[config.mk]
export PLATFORM = sky130hd
export DESIGN_NAME = dcp_wiper_ctrl
export DESIGN_NICKNAME = d
export VERILOG_FILES = /design/src/rtl/dcp_pkg.sv /design/src/rtl/dcp_settle_timer.sv /design/src/rtl/dcp_cmd_decode.sv /design/src/rtl/dcp_wiper_channel.sv /design/src/rtl/dcp_wiper_ctrl.sv
export SDC_FILE = /design/constraint.sdc
export NUM_CORES = 1
export LEC_CHECK = 0
export BUFFER_PORTS_ARGS = -buffer_cell sky130_fd_sc_hd__buf_2
export CAP_MARGIN = 40
export CORE_AREA = 2 2 177 179
export DETAILED_ROUTE_END_ITERATION = 6
export DIE_AREA = 0 0 179 181
export SYNTH_ARGS = -nofsm -noshare
export SYNTH_HDL_FRONTEND = slang
export SYNTH_SLANG_ARGS = --single-unit
export TNS_END_PERCENT = 5
[constraint.sdc]
create_clock -name clk -period 6.5 [get_ports clk]
set_input_delay 1.95 -clock clk [delete_from_list [all_inputs] [get_ports clk]]
set_output_delay 1.95 -clock clk [all_outputs]
set_load 0.01 [all_outputs]
[src/rtl/dcp_pkg.sv]
// Package: shared types and the strobe priority function for the
// potentiometer wiper controller.
package dcp_pkg;

    localparam int WIPER_W  = 8;
    localparam int NUM_POTS = 3;

    typedef logic [WIPER_W-1:0] wiper_t;

    typedef enum logic [1:0] {
        OP_NONE    = 2'd0,
        OP_READ    = 2'd1,
        OP_VWRITE  = 2'd2,
        OP_NVWRITE = 2'd3
    } op_e;

    // Collapse the three strobes into one operation: nonvolatile first,
    // then volatile, then read.
    function automatic op_e pick_op(input logic nv, input logic v, input logic rd);
        if (nv)      return OP_NVWRITE;
        else if (v)  return OP_VWRITE;
        else if (rd) return OP_READ;
        else         return OP_NONE;
    endfunction

endpackage

[src/rtl/dcp_settle_timer.sv]
// Module: counts consecutive cycles of supply-valid and issues a one-cycle
// recall pulse when the selected settle count is reached.
// Assumes: every SETTLE_x is at least 1; settle_sel may change at any time
// and the current code is used for the comparison.
module dcp_settle_timer #(
    parameter int SETTLE_0 = 16,
    parameter int SETTLE_1 = 64,
    parameter int SETTLE_2 = 256,
    parameter int SETTLE_3 = 1024
) (
    input  logic       clk,
    input  logic       rst_n,
    input  logic       pwr_ok,
    input  logic [1:0] settle_sel,
    output logic       recall,
    output logic       done
);
    localparam int MAX01 = (SETTLE_0 > SETTLE_1) ? SETTLE_0 : SETTLE_1;
    localparam int MAX23 = (SETTLE_2 > SETTLE_3) ? SETTLE_2 : SETTLE_3;
    localparam int SMAX  = (MAX01 > MAX23) ? MAX01 : MAX23;
    localparam int CW    = $clog2(SMAX + 1);

    logic [CW-1:0] cnt;
    logic [CW-1:0] limit;

    // Select the terminal count (settle cycles minus one).
    always_comb begin
        case (settle_sel)
            2'd0:    limit = CW'(SETTLE_0 - 1);
            2'd1:    limit = CW'(SETTLE_1 - 1);
            2'd2:    limit = CW'(SETTLE_2 - 1);
            default: limit = CW'(SETTLE_3 - 1);
        endcase
    end

    assign recall = pwr_ok && !done && (cnt >= limit);

    // Count qualified cycles and hold the done flag until supply drops.
    always_ff @(posedge clk) begin
        if (!rst_n) begin
            cnt  <= '0;
            done <= 1'b0;
        end else if (!pwr_ok) begin
            cnt  <= '0;
            done <= 1'b0;
        end else if (recall) begin
            done <= 1'b1;
        end else if (!done) begin
            cnt <= cnt + 1'b1;
        end
    end

endmodule

[src/rtl/dcp_cmd_decode.sv]
// Module: turns the parallel command strobes into per-pot write enables,
// a read enable and a rejection pulse.
// Assumes: select code 3 addresses no pot; commands are only accepted
// once the recall is done.
module dcp_cmd_decode
    import dcp_pkg::*;
#(
    parameter int NPOTS = NUM_POTS
) (
    input  logic             recall_done,
    input  logic [1:0]       cmd_sel,
    input  logic             cmd_vwr,
    input  logic             cmd_nvwr,
    input  logic             cmd_rd,
    output logic [NPOTS-1:0] wr_en,
    output logic             wr_nv,
    output logic             rd_en,
    output logic             reject
);
    op_e op;

    // Resolve strobe priority.
    assign op = pick_op(cmd_nvwr, cmd_vwr, cmd_rd);

    // Address decode for writes, one enable per pot.
    for (genvar g = 0; g < NPOTS; g++) begin : g_wsel
        assign wr_en[g] = recall_done && (cmd_sel == 2'(g)) &&
                          ((op == OP_VWRITE) || (op == OP_NVWRITE));
    end

    assign wr_nv  = (op == OP_NVWRITE);
    assign rd_en  = recall_done && (op == OP_READ);
    assign reject = !recall_done && (op != OP_NONE);

endmodule

[src/rtl/dcp_wiper_channel.sv]
// Module: one potentiometer. Holds the volatile wiper and the shadow value,
// clamps written data, and decodes the wiper with make-before-break by
// also enabling the previous cycle's tap.
// Assumes: NTAPS is between 2 and 256; INIT_TAP and SHADOW_RST < NTAPS.
module dcp_wiper_channel
    import dcp_pkg::*;
#(
    parameter int NTAPS      = 100,
    parameter int INIT_TAP   = 0,
    parameter int SHADOW_RST = 50
) (
    input  logic             clk,
    input  logic             rst_n,
    input  logic             pwr_ok,
    input  logic             recall,
    input  logic             wr_en,
    input  logic             wr_nv,
    input  wiper_t           wr_data,
    output wiper_t           wiper,
    output logic [NTAPS-1:0] tap_en
);
    localparam wiper_t TOP_TAP = wiper_t'(NTAPS - 1);
    localparam wiper_t INIT_V  = wiper_t'(INIT_TAP);
    localparam wiper_t SHRST_V = wiper_t'(SHADOW_RST);

    wiper_t shadow;
    wiper_t prev;
    wiper_t wr_clamped;

    // Limit write data to the highest tap of this pot.
    assign wr_clamped = (int'(wr_data) > NTAPS - 1) ? TOP_TAP : wr_data;

    // Shadow storage: changes only on a nonvolatile write.
    always_ff @(posedge clk) begin
        if (!rst_n)
            shadow <= SHRST_V;
        else if (wr_en && wr_nv)
            shadow <= wr_clamped;
    end

    // Wiper register: start tap while unpowered, recall, then writes.
    always_ff @(posedge clk) begin
        if (!rst_n)
            wiper <= INIT_V;
        else if (!pwr_ok)
            wiper <= INIT_V;
        else if (recall)
            wiper <= shadow;
        else if (wr_en)
            wiper <= wr_clamped;
    end

    // Previous wiper value, keeps the old tap on for one cycle.
    always_ff @(posedge clk) begin
        if (!rst_n)
            prev <= INIT_V;
        else
            prev <= wiper;
    end

    // Tap decode: current tap plus the tap held over from the last cycle.
    for (genvar i = 0; i < NTAPS; i++) begin : g_tap
        assign tap_en[i] = (wiper == wiper_t'(i)) || (prev == wiper_t'(i));
    end

endmodule

[src/rtl/dcp_wiper_ctrl.sv]
// Module: top of the triple potentiometer wiper controller. Connects the
// settle timer, the command decoder and three wiper channels, and registers
// read data and the rejection flag.
// Assumes: pot A/B/C start taps are 0, TAPS_B-1 and TAPS_C-1.
module dcp_wiper_ctrl
    import dcp_pkg::*;
#(
    parameter int TAPS_A     = 100,
    parameter int TAPS_B     = 256,
    parameter int TAPS_C     = 64,
    parameter int SHADOW_A   = 50,
    parameter int SHADOW_B   = 128,
    parameter int SHADOW_C   = 32,
    parameter int SETTLE_0   = 16,
    parameter int SETTLE_1   = 64,
    parameter int SETTLE_2   = 256,
    parameter int SETTLE_3   = 1024
) (
    input  logic              clk,
    input  logic              rst_n,
    input  logic              pwr_ok,
    input  logic [1:0]        settle_sel,
    input  logic [1:0]        cmd_sel,
    input  logic [7:0]        cmd_data,
    input  logic              cmd_vwr,
    input  logic              cmd_nvwr,
    input  logic              cmd_rd,
    output logic [7:0]        rd_data,
    output logic              rd_valid,
    output logic              busy,
    output logic              recall_done,
    output logic [TAPS_A-1:0] tap_en_a,
    output logic [TAPS_B-1:0] tap_en_b,
    output logic [TAPS_C-1:0] tap_en_c
);
    localparam int INIT_A = 0;
    localparam int INIT_B = TAPS_B - 1;
    localparam int INIT_C = TAPS_C - 1;

    logic                recall;
    logic [NUM_POTS-1:0] wr_en;
    logic                wr_nv;
    logic                rd_en;
    logic                reject;
    wiper_t              wiper_all [NUM_POTS];

    dcp_settle_timer #(
        .SETTLE_0 (SETTLE_0),
        .SETTLE_1 (SETTLE_1),
        .SETTLE_2 (SETTLE_2),
        .SETTLE_3 (SETTLE_3)
    ) u_timer (
        .clk        (clk),
        .rst_n      (rst_n),
        .pwr_ok     (pwr_ok),
        .settle_sel (settle_sel),
        .recall     (recall),
        .done       (recall_done)
    );

    dcp_cmd_decode #(
        .NPOTS (NUM_POTS)
    ) u_dec (
        .recall_done (recall_done),
        .cmd_sel     (cmd_sel),
        .cmd_vwr     (cmd_vwr),
        .cmd_nvwr    (cmd_nvwr),
        .cmd_rd      (cmd_rd),
        .wr_en       (wr_en),
        .wr_nv       (wr_nv),
        .rd_en       (rd_en),
        .reject      (reject)
    );

    for (genvar g = 0; g < NUM_POTS; g++) begin : g_pot
        localparam int NT = (g == 0) ? TAPS_A   : (g == 1) ? TAPS_B   : TAPS_C;
        localparam int IT = (g == 0) ? INIT_A   : (g == 1) ? INIT_B   : INIT_C;
        localparam int SR = (g == 0) ? SHADOW_A : (g == 1) ? SHADOW_B : SHADOW_C;

        logic [NT-1:0] en;

        dcp_wiper_channel #(
            .NTAPS      (NT),
            .INIT_TAP   (IT),
            .SHADOW_RST (SR)
        ) u_ch (
            .clk     (clk),
            .rst_n   (rst_n),
            .pwr_ok  (pwr_ok),
            .recall  (recall),
            .wr_en   (wr_en[g]),
            .wr_nv   (wr_nv),
            .wr_data (cmd_data),
            .wiper   (wiper_all[g]),
            .tap_en  (en)
        );

        if (g == 0) begin : g_out_a
            assign tap_en_a = en;
        end else if (g == 1) begin : g_out_b
            assign tap_en_b = en;
        end else begin : g_out_c
            assign tap_en_c = en;
        end
    end

    // Register read results and the rejection pulse.
    always_ff @(posedge clk) begin
        if (!rst_n) begin
            rd_data  <= '0;
            rd_valid <= 1'b0;
            busy     <= 1'b0;
        end else begin
            rd_valid <= rd_en;
            busy     <= reject;
            if (rd_en) begin
                case (cmd_sel)
                    2'd0:    rd_data <= wiper_all[0];
                    2'd1:    rd_data <= wiper_all[1];
                    2'd2:    rd_data <= wiper_all[2];
                    default: rd_data <= '0;
                endcase
            end
        end
    end

endmodule

**Word level (Yosys, flattened, before mapping)**

Index checks and enable logic that the tools add are counted.

- Input bits: 18
- Output and inout port bits: 431
- Bits in registers: 94

- Reductions and logical operators: 449
- Equality and inequality tests: 841
- Bitwise operators: 2
- Add/subtract/negate cells: 1
- Multiplexer cells: 13
- Order comparisons: 3

Operator list:

| kind | number |
|---|---|
| 8-bit == test (second input constant) | 256 |
| 8-bit by 7-bit == test with 1-bit output (second input constant) | 200 |
| 8-bit by 6-bit == test with 1-bit output (second input constant) | 192 |
| 8-bit by 5-bit == test with 1-bit output (second input constant) | 96 |
| 1-bit logical OR | 421 |
| 8-bit by 4-bit == test with 1-bit output (second input constant) | 48 |
| 8-bit by 3-bit == test with 1-bit output (second input constant) | 24 |
| 8-bit by 2-bit == test with 1-bit output (second input constant) | 12 |
| 8-bit two-way mux | 8 |
| 8-bit by 1-bit == test with 1-bit output (second input constant) | 6 |
| 8-bit zero test | 6 |
| 10-bit one-hot mux with 3 select lines | 1 |
| 8-bit one-hot mux with 3 select lines | 1 |
| 1-bit logical AND | 13 |
| 11-bit by 1-bit adder with 11-bit output (second input constant) | 1 |
| 11-bit by 10-bit >= comparator with 1-bit output | 1 |
| 2-bit == test (second input constant) | 4 |
| 8-bit by 6-bit greater-than comparator with 1-bit output (second input constant) | 1 |
| 8-bit by 7-bit greater-than comparator with 1-bit output (second input constant) | 1 |
| 2-bit nonzero test | 4 |
| 2-bit by 1-bit == test with 1-bit output (second input constant) | 3 |
| 2-bit zero test | 2 |
| 2-bit two-way mux | 2 |
| 2-bit AND reduction | 2 |
| other kinds (3) | 4 |

**Longest topological paths before layout**

Gate-level depths: netlist of the first run.

- Depth in word-level cells: 8
- Gate-level depth with buffers: 10

**By module**

From an unflattened synthesis of the first run, not the netlist that was laid out.

- Cell total of the unflattened synthesis: 1,182
- Area total of the unflattened synthesis: 9,181.3 µm²

Modules (own cells, without submodules):

| module | sequential area each (µm²) | cells an instance | instances | area an instance (µm²) |
|---|---|---|---|---|
| dcp_wiper_channel (g_pot[1].u_ch) | 480.5 | 524 | 1 | 3,975.1 |
| dcp_wiper_channel (g_pot[2].u_ch) | 480.5 | 211 | 1 | 1,913.1 |
| dcp_wiper_channel (g_pot[0].u_ch) | 480.5 | 281 | 1 | 1,891.8 |
| dcp_settle_timer | 240.2 | 99 | 1 | 842.1 |
| dcp_wiper_ctrl | 200.2 | 58 | 1 | 499.2 |
| dcp_cmd_decode | 0.0 | 9 | 1 | 60.1 |

**Least setup slack after synthesis of the first run**

Ideal clock, no wire load.

- Path type: input -> register
- Start point: input port settle_sel[0]
- End point: register g_pot[2].u_ch.wiper[4]
- Buffers on the path: 1
- Stages: 9
- Arrival: 3,572 ps
- Path slack: 2,807 ps
- Setup time: 122 ps
- Cells stage by stage: nand2_1 -> ha_1 -> nand2_1 -> nor3_4 -> o2111ai_2 -> a21oi_2 -> buf_2 -> nor2_1 -> a221o_1

- Longest elaborated chain between the ends: 5
- Elaborated cells between the ends (all ways): 8
- Those cells by class: order compare (1); eq/ne (2); mux (2); reduce/logical (3)

RTL lines:

| element | line | text |
|---|---|---|
| start: declaration | dcp_wiper_ctrl.sv:22 | `input logic [1:0] settle_sel,` |
| 2-bit == test (tied with other cells) | dcp_settle_timer.sv:28 | `case (settle_sel)` |
| 10-bit one-hot mux with 3 select lines (*) | dcp_settle_timer.sv:28 |  |
| 11-bit by 10-bit >= comparator with 1-bit output (*) | dcp_settle_timer.sv:36 | `assign recall = pwr_ok && !done && (cnt >= limit);` |
| 1-bit logical AND (*) | dcp_settle_timer.sv:36 |  |
| 8-bit two-way mux or 2-bit nonzero test (tied branches) | -- |  |
| end signal: assignment | dcp_wiper_channel.sv:48 | `wiper <= shadow;` |
| end signal: assignment | dcp_wiper_channel.sv:50 | `wiper <= wr_clamped;` |
| end: declaration | dcp_wiper_channel.sv:19 | `output wiper_t wiper,` |

Every way passes the cells marked *; elsewhere a longest branch is shown, timed or not.
A chain may end at the register's enable or synchronous reset.

**Worst setup path in the final report of the first run**

- Start point: register g_pot[1].u_ch.wiper[7]
- End point: output port tap_en_b[184]

- Longest elaborated chain between the ends: 2

RTL lines:

| element | line | text |
|---|---|---|
| start: declaration | dcp_wiper_channel.sv:19 |  |
| start signal: assignment | dcp_wiper_channel.sv:48 |  |
| start signal: assignment | dcp_wiper_channel.sv:50 |  |
| 8-bit == test | dcp_wiper_channel.sv:63 | `assign tap_en[i] = (wiper == wiper_t'(i)) \|\| (prev == wiper_t'(i));` |
| 1-bit logical OR | dcp_wiper_channel.sv:63 |  |
| end: declaration | dcp_wiper_ctrl.sv:33 | `output logic [TAPS_B-1:0] tap_en_b,` |

No other way between the ends.

==> flow_summary_export.csv, run 1 <==
group,metric,value,unit
pwr,ir_worst_vdd,0.130,mV
clock_tree,cts_buffers,9,
logic_synthesis,synth-async-reset-ratio,0,%
place,gp_congestion,0.885,
drt,viasPerCell,6.26,
floorplan,row_count,64,
finish,nets,1508,
clock_tree,cts_root_buffer,"clkbuf_16",
floorplan,coreArea,30300,um2
min_path,hp-class,"flip-flop to flip-flop",
logic_synthesis,avgSynthCellArea,6.82,um2
logic_synthesis,ys.flop_type,"dfxtp_1",
logic_synthesis,synth_seq_area_share,24.1,%
sta,period_minus_slack,4.64,ns
clock_tree,clock_latency,0.35,ns
sta,slew-limit-headroom,35.8,%
sta,finalHoldViolCount,0,
drt,drt_wl_total,43700,um
finish,layout-drive-gt1-share,32.6,%
logic_synthesis,synth_top_area_cell,"o22ai_1",
place,portBuffers,448,
sta,slew_violations,0,
global_route,antenna_found_initial,1,
clock_tree,cts_setup_buffers,0,
critical_path,arrival,2.69,ns
finish,nFillCells,3316,
pwr,p_per_area,113,nW/um2
drt,wire_per_inst,23.2,um
finish,n_antenna_cell,0,
finish,regArea,1880,um2
sta,fin_tns_setup,0,ns
global_route,grt.busiest_layer,"met2",
logic_synthesis,ys_warn_count,0,
finish,final_common_cell,"buf_2",
drt,drtIter0Drc,1346,
clock_tree,cts.sinks,94,
pwr,leakagePower,0.00471,uW
sta,fmaxAchievable,0.216,GHz
clock_tree,cts_resized,0,
clock_tree,cts_hold_buffers,0,
drt,vias,11799,
global_route,use_met3,6.27,%
global_route,grt_pass1_vias,10325,
logic_synthesis,syn-cell-area,7800,um2
drt,drc,3,
finish,area_growth,34.3,%
global_route,met2_usage,42.5,%
clock_tree,ctsHtreeMaxLevel,3,
floorplan,die_area,32400,um2
outcome,violations,"design-rule violations",
logic_synthesis,ys_ff_latch,94,
sta,fin_worst_skew,0.0117,ns
floorplan,initial_core_util,25.7,%
outcome,outcome,"complete, but fails checks",
clock_tree,cts_buffer_depth,2,
logic_synthesis,synth-edff-count,0,
logic_synthesis,synth_top_area_share,33.7,%
global_route,grt_use_total,25.1,%
sta,setup_viol,0,
global_route,met1_usage,30.5,%
finish,final_cell_mix,"buf_2 (449), o22ai_1 (420), nand2_1 (144)",
sta,finalCritPeriodShare,71.3,%
logic_synthesis,syn_nets,1167,
clock_tree,path_clk_slew,0.08,ns
floorplan,io_pins,449,
pwr,power,1180,uW
logic_synthesis,ys_types,49,
critical_path,start_kind,"flip-flop",
floorplan,fp.dieW,179,um
logic_synthesis,netlist_instances,1144,
drt,drt_pass1_iterations,7,
sta,timing.hold.ws,0.447,ns
global_route,grt_pass1_wl,63700,um
sta,rsz0062_at_grt,"false",
clock_tree,cts_tree,"done",
finish,multi_input_area,5420,um2
critical_path,cp-end-kind,"output pin",
global_route,grt_max_degree,41,
drt,ant_nets,0,
job,drv_cap,0,
logic_synthesis,synth.area.top_cells,"o22ai_1 (34%), dfxtp_1 (24%), nand2_1 (6.9%)",
critical_path,critPathRequiredTime,4.55,ns
global_route,grt_overflow_total,0,
critical_path,cp_max_fo,16,
critical_path,worst-setup-path-type,"flip-flop to output pin",
place,hpwlAfterDp,31200,um
sta,tightest_slew,0.961,ns
floorplan,dieHeight,181,um
==> metrics by stage <==
step,instances,cell area [um2],util [%],worst slack [ns]
after floorplan,1144,7800,-,2.81
after global placement,1861,10100,33.2,2.08
after detailed placement,1867,10100,33.4,1.95
after CTS,1883,10500,34.4,2.06
after global routing,1886,10500,34.5,1.76
final,1886,10500,34.5,1.86
==> final timing paths <==
check	slack, ns	depth (start not counted)	endpoint	startpoint
worst max-delay path	1.86	4	tap_en_b[184]	g_pot[1].u_ch.wiper[7]
worst min-delay path	0.45	2	g_pot[0].u_ch.wiper[1]	g_pot[0].u_ch.shadow[1]
worst max register to register	3.78	7	g_pot[2].u_ch.wiper[4]	u_timer.cnt[9]
worst min register to register	0.45	2	g_pot[0].u_ch.wiper[1]	g_pot[0].u_ch.shadow[1]
==> worst max-delay path: stages, from the launching register on <==
cell	delay [ns]
dfxtp_1	0.56
nor2b_1	0.32
nand3_1	0.71
o22ai_1	0.54
buf_2	0.21
==> final cells by class <==
class	instances	share of cell area, %
Multi-Input combinational cell	916	51.7
Clock inverter	7	0.823
Timing Repair Buffer	459	22.5
Clock buffer	9	2.15
Inverter	5	0.179
Sequential cell	94	17.9
Tap cell	396	4.73
==> layer usage <==
metal	vias up	wire length (um)
met5	-	13
met4	2	1510
met3	143	4490
met2	891	21100
met1	5560	16600
li1	5203	-
==> flip-flops by register name, summed over array words and instances (netlist names) <==
register and cells:
rd_data 8, g_pot.u_ch.prev 24, busy 1, u_timer.done 1, u_timer.cnt 11, g_pot.u_ch.shadow 24
g_pot.u_ch.wiper 24, rd_valid 1
==> synthesized netlist by cell type, types with 3 or more instances <==
cell and instances:
nand2_1 144, a211o_1 3, nor2_1 44, buf_2 3, nor3b_1 4, a21oi_1 19, nand3b_1 6, nor2b_1 43
o22ai_1 420, o211ai_1 10, nor3_1 14, o211a_1 12, a211oi_1 4, a21o_1 8, o221ai_1 3, and2_1 13
clkbuf_1 121, a221o_1 11, and3_1 11, o21ai_0 12, a21boi_0 9, nand4_1 10, nand2b_1 14, inv_1 4
buf_1 3, or3_1 8, mux2i_1 9, ha_1 5, nand3_1 59, dfxtp_1 94
==> cell families (layout without fill, tap and decap cells) <==
logic type      Yosys count  count (layout)  share of synthesized area (%)
simple gates            377             377                           23.3
fa+ha+maj                 6               6                          0.946
compound gates          521             521                           43.5
flops                    94              94                           24.1
xor+xnor                  3               3                          0.337
buf+inv                 134             480                           6.59
mux                       9               9                           1.15
==> where the power goes <==
group	switching (uW)	internal [uW]
Combinational	31.8	15.6
Sequential	0.860	576
Clock	250	308
Total	283	900
(Power assumes the default switching activity.)
==> inputs of run 2 (changes only) <==
Clock period 6.5 ns to 4.15 ns, I/O delays scaled along.
==> run 2 against run 1 <==
The flow now finishes without violations; combinational power grew 54%; total power is 50% higher; critical path depth is the same; final area barely moved; worst setup slack got worse by 1.7 ns; count of clock-buffer cells in the layout is the same; highest routed layer unchanged; sequential cell count did not move.
==> flow_summary_export.csv, run 2 (synthesis results as in run 1) <==
group,metric,value,unit
clock_tree,cts_buffer_depth,2,
global_route,antenna_found_initial,2,
sta,slew-limit-headroom,39.0,%
clock_tree,clock_latency,0.35,ns
drt,wire_per_inst,23.3,um
floorplan,dieHeight,181,um
floorplan,row_count,64,
drt,drt_wl_total,44200,um
drt,drtIter0Drc,1351,
finish,final_common_cell,"buf_2",
clock_tree,cts_setup_buffers,0,
sta,setup_slack,0.134,ns
pwr,ir_worst_vdd,0.217,mV
place,place_ws,0.634,ns
floorplan,coreArea,30300,um2
finish,largestRegisters,"g_pot.u_ch.prev: 24 flops, g_pot.u_ch.shadow: 24 flops, g_pot.u_ch.wiper: 24 flops",
critical_path,cp_max_fo,16,
global_route,grt_pass1_wl,64100,um
drt,vias,11716,
sta,setup_viol,0,
min_path,hp-class,"flip-flop to flip-flop",
finish,finish.utilization,34.6,%
sta,rsz0062_at_grt,"true",
min_path,hold_start,"g_pot[0].u_ch.shadow[1]",
critical_path,timing.rr.end,"g_pot[2].u_ch.wiper[4]",
finish,final_cell_mix,"buf_2 (448), o22ai_1 (418), nand2_1 (144)",
drt,viasPerCell,6.19,
place,gp_congestion,0.906,
sta,period_minus_slack,4.02,ns
critical_path,critPathRequiredTime,2.90,ns
floorplan,fp.dieW,179,um
sta,fmaxAchievable,0.249,GHz
critical_path,arrival,2.77,ns
finish,layout-drive-gt1-share,33.0,%
critical_path,worst-setup-path-type,"flip-flop to output pin",
critical_path,r2r-start,"u_timer.cnt[9]",
drt,drt_pass1_iterations,5,
global_route,grt_use_total,25.5,%
place,portBuffers,448,
floorplan,io_pins,449,
clock_tree,cts_root_buffer,"clkbuf_16",
outcome,outcome,"complete, no violations",
critical_path,start_kind,"flip-flop",
job,drv_cap,0,
floorplan,die_area,32400,um2
pwr,power,1770,uW
sta,fin_worst_skew,0.00819,ns
drt,drc,0,
clock_tree,path_clk_slew,0.07,ns
clock_tree,cts.sinks,94,
clock_tree,ctsHtreeMaxLevel,3,
clock_tree,cts_tree,"done",
finish,nets,1515,
critical_path,crit_path_start,"g_pot[1].u_ch.wiper[0]",
sta,finalHoldViolCount,0,
min_path,hold-path-endpoint,"g_pot[0].u_ch.wiper[1]",
drt,ant_nets,0,
sta,slew_violations,0,
finish,area_growth,34.4,%
global_route,grt_pass1_vias,10373,
place,hpwlAfterDp,31400,um
critical_path,reg2reg_depth,8,
finish,stdcell_area,10500,um2
floorplan,initial_core_util,25.7,%
pwr,leakagePower,0.00472,uW
place,placed_area,10200,um2
critical_path,timing.reg2reg.setup_slack,1.76,ns
min_path,hold_depth,2,
clock_tree,cts_buffers,9,
pwr,p_per_area,169,nW/um2
sta,tightest_slew,0.913,ns
global_route,grt_max_degree,41,
critical_path,cp-end-kind,"output pin",
sta,finalCritPeriodShare,96.8,%
global_route,grt_overflow_total,0,
run 2: critical path, stage by stage, from the launching register on:
cell	delay [ns]
dfxtp_1	0.52
nor2b_1	0.31
nand3_1	0.65
o22ai_1	0.71
buf_2	0.24
run 2: worst max-delay path by stage:
stage / slack [ns] / to
after floorplan: 1.16 / g_pot[2].u_ch.wiper[4]
after global placement: 0.68 / tap_en_b[61]
after detailed placement: 0.63 / g_pot[2].u_ch.wiper[3]
after CTS: 0.25 / tap_en_b[61]
after global routing: -0.01 / tap_en_b[61]
final: 0.13 / tap_en_b[61]
run 2: power breakdown:
part	switching, uW	internal [uW]
logic	49.4	23.7
clock network	382	415
registers	1.55	903
run 2: routing by layer:
layer  part of all wire [%]  GRT usage [%]
met2                     47           43.2
met3                    9.9           5.41
met4                    4.3           9.66
met1                     39           31.4
met5                  0.016              0
run 2: timing repair:
action                                  in CTS  in global routing
hold buffers                                 0                  0
gates resized for setup                      0                  2
endpoints found under the setup margin       0                  1
endpoints found under the hold margin        0                  0
run 2: per-stage QoR:
stage	instances	setup TNS (ns)	hold WS, ns
2_1_floorplan	1144	0	0.427
3_3_place_gp	1875	0	0.432
3_5_place_dp	1876	0	0.443
4_1_cts	1892	0	0.456
5_1_grt	1893	-0.0107	0.471
6_report	1894	0	0.453
run 2: layout make-up:
type,count,area [um2]
Tap cell,396,495
Clock buffer,9,225
Sequential cell,94,1880
Fill cell,3297,19900
Clock inverter,7,55.1
Multi-Input combinational cell,916,5420
Timing Repair Buffer,466,2390
Inverter,5,18.8
Antenna cell,1,2.50
==> inputs of run 3 (changes only) <==
Settings changed: REMOVE_ABC_BUFFERS set to 1.
==> run 3 against run 2 <==
Total power grew 2.3%; global-route usage grew 0.41 points; sequential cell count is the same; final cell count shrank 0.11%; clock skew is essentially flat; critical path type unchanged; wire length grew 0.85%; critical path depth is the same; largest cell class unchanged; register-to-register slack gained 0.17 ns; critical endpoint is now tap_en_b[78]; via count grew 1.5%; core utilization is essentially flat; final area is essentially flat.
==> flow_summary_export.csv, run 3 (synthesis results as in run 1) <==
group,metric,value,unit
critical_path,arrival,2.57,ns
sta,fin_worst_skew,0.00839,ns
drt,drt_wl_total,44600,um
finish,area_growth,34.5,%
critical_path,cp-end-kind,"output pin",
sta,rsz0062_at_grt,"false",
critical_path,timing.reg2reg.setup_slack,1.93,ns
finish,largestRegisters,"g_pot.u_ch.prev: 24 flops, g_pot.u_ch.shadow: 24 flops, g_pot.u_ch.wiper: 24 flops",
clock_tree,cts_hold_buffers,0,
clock_tree,cts_tree,"done",
floorplan,row_count,64,
floorplan,initial_core_util,25.7,%
drt,viasPerCell,6.29,
clock_tree,cts_root_buffer,"clkbuf_16",
global_route,grt_overflow_total,0,
clock_tree,clock_latency,0.35,ns
sta,timing.hold.ws,0.452,ns
finish,final_cell_mix,"buf_2 (448), o22ai_1 (420), nand2_1 (144)",
min_path,hold_start,"g_pot[0].u_ch.shadow[5]",
critical_path,cp_max_fo,16,
clock_tree,cts_buffers,9,
drt,ant_nets,0,
global_route,grt_pass1_vias,10458,
sta,setup_viol,0,
sta,period_minus_slack,3.82,ns
floorplan,die_area,32400,um2
global_route,grt_pass1_wl,65000,um
floorplan,io_pins,449,
drt,vias,11895,
clock_tree,path_clk_slew,0.06,ns
critical_path,crit_slowest_cell,"nand3_1",
floorplan,coreArea,30300,um2
clock_tree,cts_setup_buffers,0,
min_path,hold_depth,2,
global_route,antenna_found_initial,0,
drt,drt_pass1_iterations,6,
sta,finalHoldViolCount,0,
min_path,hp-class,"flip-flop to flip-flop",
drt,wire_per_inst,23.6,um
finish,final_common_cell,"buf_2",
critical_path,path_cells,"nor2b_1 -> nand3_1 -> o22ai_1 -> buf_2",
pwr,leakagePower,0.00473,uW
critical_path,start_kind,"flip-flop",
sta,slew-limit-headroom,32.8,%
sta,fin_tns_setup,0,ns
sta,finalCritPeriodShare,92.0,%
clock_tree,cts_resized,0,
clock_tree,cts.sinks,94,
floorplan,fp.dieW,179,um
place,hpwlAfterDp,31400,um
global_route,grt_use_total,25.9,%
place,portBuffers,448,
sta,fmaxAchievable,0.262,GHz
finish,nets,1514,
place,gp_congestion,0.916,
finish,regArea,1880,um2
finish,multi_input_area,5410,um2
sta,tightest_slew,1.00,ns
sta,slew_violations,0,
pwr,p_per_area,173,nW/um2
critical_path,critPathRequiredTime,2.90,ns
min_path,hold-path-endpoint,"g_pot[0].u_ch.wiper[5]",
drt,drc,0,
critical_path,worst-setup-path-type,"flip-flop to output pin",
finish,n_antenna_cell,0,
clock_tree,ctsHtreeMaxLevel,3,
finish,layout-drive-gt1-share,32.8,%
critical_path,timing.rr.end,"u_timer.cnt[8]",
drt,drtIter0Drc,1487,
critical_path,slowest_delay,0.65,ns
clock_tree,cts_buffer_depth,2,
outcome,outcome,"complete, no violations",
global_route,grt_max_degree,60,
critical_path,r2r-start,"u_timer.cnt[9]",
finish,nFillCells,3314,
pwr,ir_worst_vdd,0.161,mV
job,drv_cap,0,
critical_path,reg2reg_depth,7,
floorplan,dieHeight,181,um
[run 3: how the worst max path moves through the flow]
stage | depth (start not counted) | to | slack, ns | start
5_1_grt | 4 | tap_en_b[185] | 0.17 | g_pot[1].u_ch.prev[7]
4_1_cts | 4 | tap_en_b[253] | 0.47 | g_pot[1].u_ch.wiper[0]
3_5_place_dp | 9 | u_timer.cnt[8] | 0.79 | settle_sel[1]
3_3_place_gp | 9 | u_timer.cnt[8] | 0.86 | settle_sel[1]
2_1_floorplan | 8 | g_pot[2].u_ch.wiper[4] | 0.59 | settle_sel[0]
6_report | 4 | tap_en_b[78] | 0.33 | g_pot[1].u_ch.wiper[1]
[run 3: layer usage]
layer / track usage [%] / vias up / wire (um)
met5: 0 / - / 0
met4: 8.94 / 0 / 1630
met3: 5.24 / 153 / 4080
met2: 44.3 / 895 / 21600
met1: 32.1 / 5636 / 17200
li1: - / 5211 / -
[run 3: power breakdown]
group	leakage (uW)	switching [uW]	internal (uW)	total (uW)
combinational	0.00382	49.8	23.8	73.6
sequential	0.000759	1.35	903	904
clock	0.000143	365	472	837
[run 3: worst max-delay path: cells and delay by family, from the launching register on]
family / cells / cell delay (ns)
simple gates: 2 / 0.97
compound gates: 1 / 0.54
flops: 1 / 0.51
buf+inv: 1 / 0.21
[run 3: cell type report]
class                      count  area share (%)
tap                          396            4.72
timing repair buffer         465            22.8
clock buffer                  10            2.18
multi-input combinational    916            51.5
inverter                       5           0.179
clock inverter                 6           0.655
sequential                    94            17.9
[run 3: through the flow]
| stage | area [um2] | power [uW] | util (%) | setup WS [ns] | instances |
|---|---|---|---|---|---|
| 5_1_grt | 10500 | 1900 | 34.6 | 0.168 | 1892 |
| 6_report | 10500 | 1820 | 34.6 | 0.333 | 1892 |
| 3_3_place_gp | 10200 | 998 | 33.5 | 0.856 | 1873 |
| 4_1_cts | 10500 | 1850 | 34.5 | 0.466 | 1889 |
| 2_1_floorplan | 7310 | 955 | - | 0.595 | 1015 |
| 3_5_place_dp | 10200 | 998 | 33.5 | 0.793 | 1873 |
